## src/rtl/deemph_pkg.sv

```systemverilog
package deemph_pkg;
  localparam int CW   = 24;  // Q2.22
  localparam int FRAC = 22;

  typedef logic signed [CW-1:0] coef_t;

  typedef struct packed {
    coef_t b0;
    coef_t b1;
    coef_t a1;
  } coef_set_t;

  typedef enum logic [1:0] {
    SEL_OFF  = 2'b00,
    SEL_44K1 = 2'b01,
    SEL_48K  = 2'b10,
    SEL_32K  = 2'b11
  } rate_sel_e;

  typedef enum logic [1:0] {
    SPD_SINGLE = 2'b00,
    SPD_DOUBLE = 2'b01,
    SPD_QUAD   = 2'b10,
    SPD_RSVD   = 2'b11
  } spd_mode_e;
endpackage

```

## src/rtl/deemph_coef.sv

```systemverilog
module deemph_coef
  import deemph_pkg::*;
(
  input  logic [1:0] sel_i,
  output coef_set_t  coef_o
);
  always_comb begin
    case (sel_i)
      SEL_44K1: coef_o = '{b0: 24'sd1800993, b1: -24'sd250417, a1: -24'sd2643728};
      SEL_48K:  coef_o = '{b0: 24'sd1764502, b1: -24'sd318188, a1: -24'sd2747990};
      SEL_32K:  coef_o = '{b0: 24'sd1957342, b1: 24'sd39946,   a1: -24'sd2197016};
      default:  coef_o = '{b0: 24'sd4194304, b1: 24'sd0,       a1: 24'sd0};
    endcase
  end
endmodule

```

## src/rtl/deemph_mac.sv

```systemverilog
module deemph_mac
  import deemph_pkg::*;
#(
  parameter int DW = 24
) (
  input  logic signed [DW-1:0] x_i,
  input  logic signed [DW-1:0] xp_i,
  input  logic signed [DW-1:0] yp_i,
  input  coef_set_t            coef_i,
  output logic signed [DW-1:0] y_o
);
  localparam int AW = DW + CW + 2;
  localparam logic signed [AW-1:0] HALF = AW'(1) << (FRAC - 1);
  localparam logic signed [AW-1:0] YMAX = {{(AW-DW+1){1'b0}}, {(DW-1){1'b1}}};
  localparam logic signed [AW-1:0] YMIN = {{(AW-DW+1){1'b1}}, {(DW-1){1'b0}}};

  coef_t b0, b1, a1;
  logic signed [AW-1:0] acc, rnd, shr;

  always_comb begin
    b0  = coef_i.b0;
    b1  = coef_i.b1;
    a1  = coef_i.a1;
    acc = AW'(x_i) * AW'(b0) + AW'(xp_i) * AW'(b1) - AW'(yp_i) * AW'(a1);
    rnd = acc + HALF;
    shr = rnd >>> FRAC;
    if (shr > YMAX)      y_o = YMAX[DW-1:0];
    else if (shr < YMIN) y_o = YMIN[DW-1:0];
    else                 y_o = shr[DW-1:0];
  end
endmodule

```

## src/rtl/deemph_filter.sv

```systemverilog
module deemph_filter
  import deemph_pkg::*;
#(
  parameter int DW = 24
) (
  input  logic                 clk_i,
  input  logic                 rst_ni,
  input  logic                 valid_i,
  input  logic signed [DW-1:0] x_i,
  input  logic [1:0]           rate_sel_i,
  input  logic [1:0]           spd_mode_i,
  output logic                 valid_o,
  output logic signed [DW-1:0] y_o
);
  logic [1:0]           sel_q;
  logic signed [DW-1:0] x_hist, y_hist, xp_eff, yp_eff, y_flt, y_next;
  logic                 sel_chg, bypass;
  coef_set_t            coef;

  assign sel_chg = (rate_sel_i != sel_q);
  assign bypass  = (rate_sel_i == SEL_OFF) || (spd_mode_i != SPD_SINGLE);
  assign xp_eff  = sel_chg ? '0 : x_hist;
  assign yp_eff  = sel_chg ? '0 : y_hist;

  deemph_coef u_coef (
    .sel_i  (rate_sel_i),
    .coef_o (coef)
  );

  deemph_mac #(.DW(DW)) u_mac (
    .x_i    (x_i),
    .xp_i   (xp_eff),
    .yp_i   (yp_eff),
    .coef_i (coef),
    .y_o    (y_flt)
  );

  assign y_next = bypass ? x_i : y_flt;

  always_ff @(posedge clk_i or negedge rst_ni) begin
    if (!rst_ni) begin
      sel_q   <= SEL_OFF;
      x_hist  <= '0;
      y_hist  <= '0;
      valid_o <= 1'b0;
      y_o     <= '0;
    end else begin
      sel_q   <= rate_sel_i;
      valid_o <= valid_i;
      if (valid_i) y_o <= y_next;
      if (bypass) begin
        x_hist <= '0;
        y_hist <= '0;
      end else if (valid_i) begin
        x_hist <= x_i;
        y_hist <= y_flt;
      end else if (sel_chg) begin
        x_hist <= '0;
        y_hist <= '0;
      end
    end
  end
endmodule

```

## config.mk

```make
export PLATFORM = sky130hd
export DESIGN_NAME = deemph_filter
export DESIGN_NICKNAME = d
export VERILOG_FILES = /design/src/rtl/deemph_pkg.sv /design/src/rtl/deemph_coef.sv /design/src/rtl/deemph_mac.sv /design/src/rtl/deemph_filter.sv
export SDC_FILE = /design/constraint.sdc
export NUM_CORES = 2
export LEC_CHECK = 0
export BUFFER_PORTS_ARGS = -buffer_cell sky130_fd_sc_hd__buf_4
export CAP_MARGIN = 20
export CORE_ASPECT_RATIO = 1.4
export CORE_MARGIN = 2
export CORE_UTILIZATION = 45
export CTS_CLUSTER_SIZE = 8
export DETAILED_ROUTE_END_ITERATION = 12
export GPL_ROUTABILITY_DRIVEN = 0
export GPL_TIMING_DRIVEN = 0
export PLACE_DENSITY = 0.6
export SLEW_MARGIN = 20
export SYNTH_ARGS = -nofsm -noshare
export SYNTH_HDL_FRONTEND = slang
export SYNTH_SLANG_ARGS = --single-unit
```

## constraint.sdc

```tcl
create_clock -name clk_i -period 26.9 [get_ports clk_i]
set_input_delay 5.38 -clock clk_i [delete_from_list [all_inputs] [get_ports clk_i]]
set_output_delay 5.38 -clock clk_i [all_outputs]
set_load 0.005 [all_outputs]
```

==> impl_metrics.py <==
metrics = {
    "layout": {
        "n_fill_cell": 12918,
        "nets": 8436,
        "final_layout_size_suffix_gt1_share_pct": 2.26,
        "final_common_cell": "inv_1",
        "final_cell_mix": "inv_1, fa_1, ha_1",
        "area_growth_pct": 4.81,
        "utilization_pct": 47.3,
        "final_cells": 7972,
    },
    "grt": {
        "grt_first_pass_wirelength_um": 293000,
        "globalRoute.totalOverflow": 0,
        "grt_pass1_vias": 48003,
        "antenna_found_initial": 10,
        "track_usage_pct": 29.6,
        "grt_start_max_net_pins": 76,
    },
    "sta": {
        "period_needed_ns": 22.35,
        "worst_pin_slew_ns": 1.25,
        "hold_violations": 0,
        "finClkSkew_ns": 0.0111,
        "hold_ws_ns": 0.517,
        "setup_tns_ns": 0,
        "setup_viol": 0,
        "fmax_ghz": 0.0447,
        "slew_headroom_pct": 16.8,
        "finalMaxSlewViolations": 0,
        "finalCritPeriodShare_pct": 83.1,
        "rsz0062_at_grt": "false",
    },
    "die": {
        "fp-row-count": 158,
        "die_h_um": 435,
        "start_util_pct": 45.2,
        "fp.dieW_um": 312,
        "core-area_mm2": 0.132,
        "io_pins": 56,
        "dieArea_mm2": 0.135,
    },
    "clock_tree": {
        "clk_pin_slew_worst_paths_ns": 0.07,
        "cts_tree": "built",
        "h-tree-depth": 3,
        "cts_resized": 0,
        "cts_buffers": 9,
        "root_buffer": "clkbuf_16",
        "clk_latency_ns": 0.37,
        "max-clock-path-buffers": 2,
        "post_cts_buffers": 0,
        "holdBufCountCts": 0,
        "cts.sinks": 75,
    },
    "worst_setup_path": {
        "r2r_setup_slack_ns": 11.10,
        "slowest_delay_ns": 0.85,
        "arrival_ns": 22.57,
        "required_ns": 27.12,
        "slowest_stage": "nor3_1",
        "path_class": "in -> reg",
        "critPathCaptureType": "flip-flop",
        "worstPathMaxFanout": 10,
        "crit_path_frequent_cell": "inv_1",
        "start_kind": "primary input",
    },
    "detailed_routing": {
        "via_per_inst": 5.36,
        "drcViolationCount": 0,
        "drt_iter0_markers": 2730,
        "ant_nets": 0,
        "dr.pass1.iters": 6,
        "dr_total_vias": 42746,
        "wl_per_cell_um": 24.3,
        "wl_um": 194000,
    },
    "synthesis": {
        "synth-edff-count": 0,
        "dominantRegCellSynth": "dfrtp_1",
        "syn_area_mm2": 0.0596,
        "synthesis.nets": 8387,
        "seq_area_frac_synth_pct": 3.15,
        "synth_area_per_cell_um2": 9.69,
        "synth.ff_latch_count": 75,
        "synthCells": 6154,
        "ys_warn_count": 0,
        "synth-async-reset-ratio_pct": 100,
        "ys_types": 80,
    },
    "run": {
        "drv_cap": 0,
    },
    "min_path": {
        "hold_path.class": "reg -> reg",
    },
    "placement": {
        "dp_cells": 7952,
        "dp_hpwl_um": 175000,
        "port-buffer-count": 33,
    },
    "run_status": {
        "status": "completed",
    },
}
-- area by class of cell --
class | instances | area, um^2 | area share [%]
Buffer | 148 | 628 | 1.01
Clock inverter | 6 | 88.8 | 0.142
Inverter | 1942 | 7290 | 11.7
Tap cell | 1760 | 2200 | 3.52
Clock buffer | 10 | 229 | 0.366
Sequential cell | 75 | 1880 | 3.00
Multi-Input combinational cell | 3989 | 49900 | 79.8
Antenna cell | 4 | 10.0 | 0.0160
Timing Repair Buffer | 38 | 304 | 0.487
-- cell families after synthesis --
| family | share of synthesized area (%) |
|---|---|
| buffers and inverters | 13.3 |
| AND/OR/NAND/NOR | 7.76 |
| adder cells (fa/ha/maj) | 66.0 |
| flip-flops | 3.15 |
| multiplexers | 0.0692 |
| AO/OA/AOI/OAI | 6.94 |
| XOR/XNOR | 2.86 |
-- cells in the mapped netlist (75+ instances only) --
master | count | share of area (%)
dfrtp_1 | 75 | 3.1
a21o_1 | 107 | 1.3
and3_1 | 132 | 1.4
o21ai_0 | 82 | 0.69
clkbuf_1 | 116 | 0.73
and2_1 | 111 | 1.2
inv_1 | 1941 | 12
nor2_1 | 165 | 1.0
nand2_1 | 376 | 2.4
a21oi_1 | 246 | 2.1
ha_1 | 635 | 13
xnor2_1 | 120 | 1.8
fa_1 | 1567 | 53
-- routing by layer --
metal	wire (um)	track usage [%]	vias up
met5	69	0	-
met4	17800	21.5	12
met1	66300	32.6	21935
met2	98600	52.7	1765
met3	11300	3.90	679
li1	-	-	18355
-- per-stage QoR --
| step | cell area, um^2 | setup WS [ns] |
|---|---|---|
| floorplan | 59600 | 10.06 |
| global placement | 62100 | 2.89 |
| detailed placement | 62200 | 4.59 |
| CTS | 62500 | 4.91 |
| global route | 62500 | 4.22 |
| finish | 62500 | 4.55 |
-- state kept, by name, summed over array words and instances, names as in the netlist --
signal,count
sel_q,2
valid_o,1
x_hist,24
y_hist,24
y_o,24
-- worst max-delay path: cells and delay by family --
family / cells / cell delay [ns]
xor gates and xnor gates: 2 / 0.64
and+or+nand+nor: 10 / 3.50
AOI/OAI and AO/OA: 12 / 3.47
buffers and inverters: 18 / 4.13
adders and majority gates: 12 / 5.40
-- worst paths after layout --
kind	end	depth (start not counted)	from
worst max-delay path	y_o[11]	54	rate_sel_i[0]
worst min-delay path	y_o[23]	1	y_o[23]
worst max register to register	y_o[11]	48	sel_q[1]
worst min register to register	y_o[23]	1	y_o[23]
max in group asynchronous	x_hist[0]	1	rst_ni
min in group asynchronous	valid_o	1	rst_ni
Power is not shown: default switching activity piles up to over one toggle a cycle in this logic, so the estimate is an artifact.
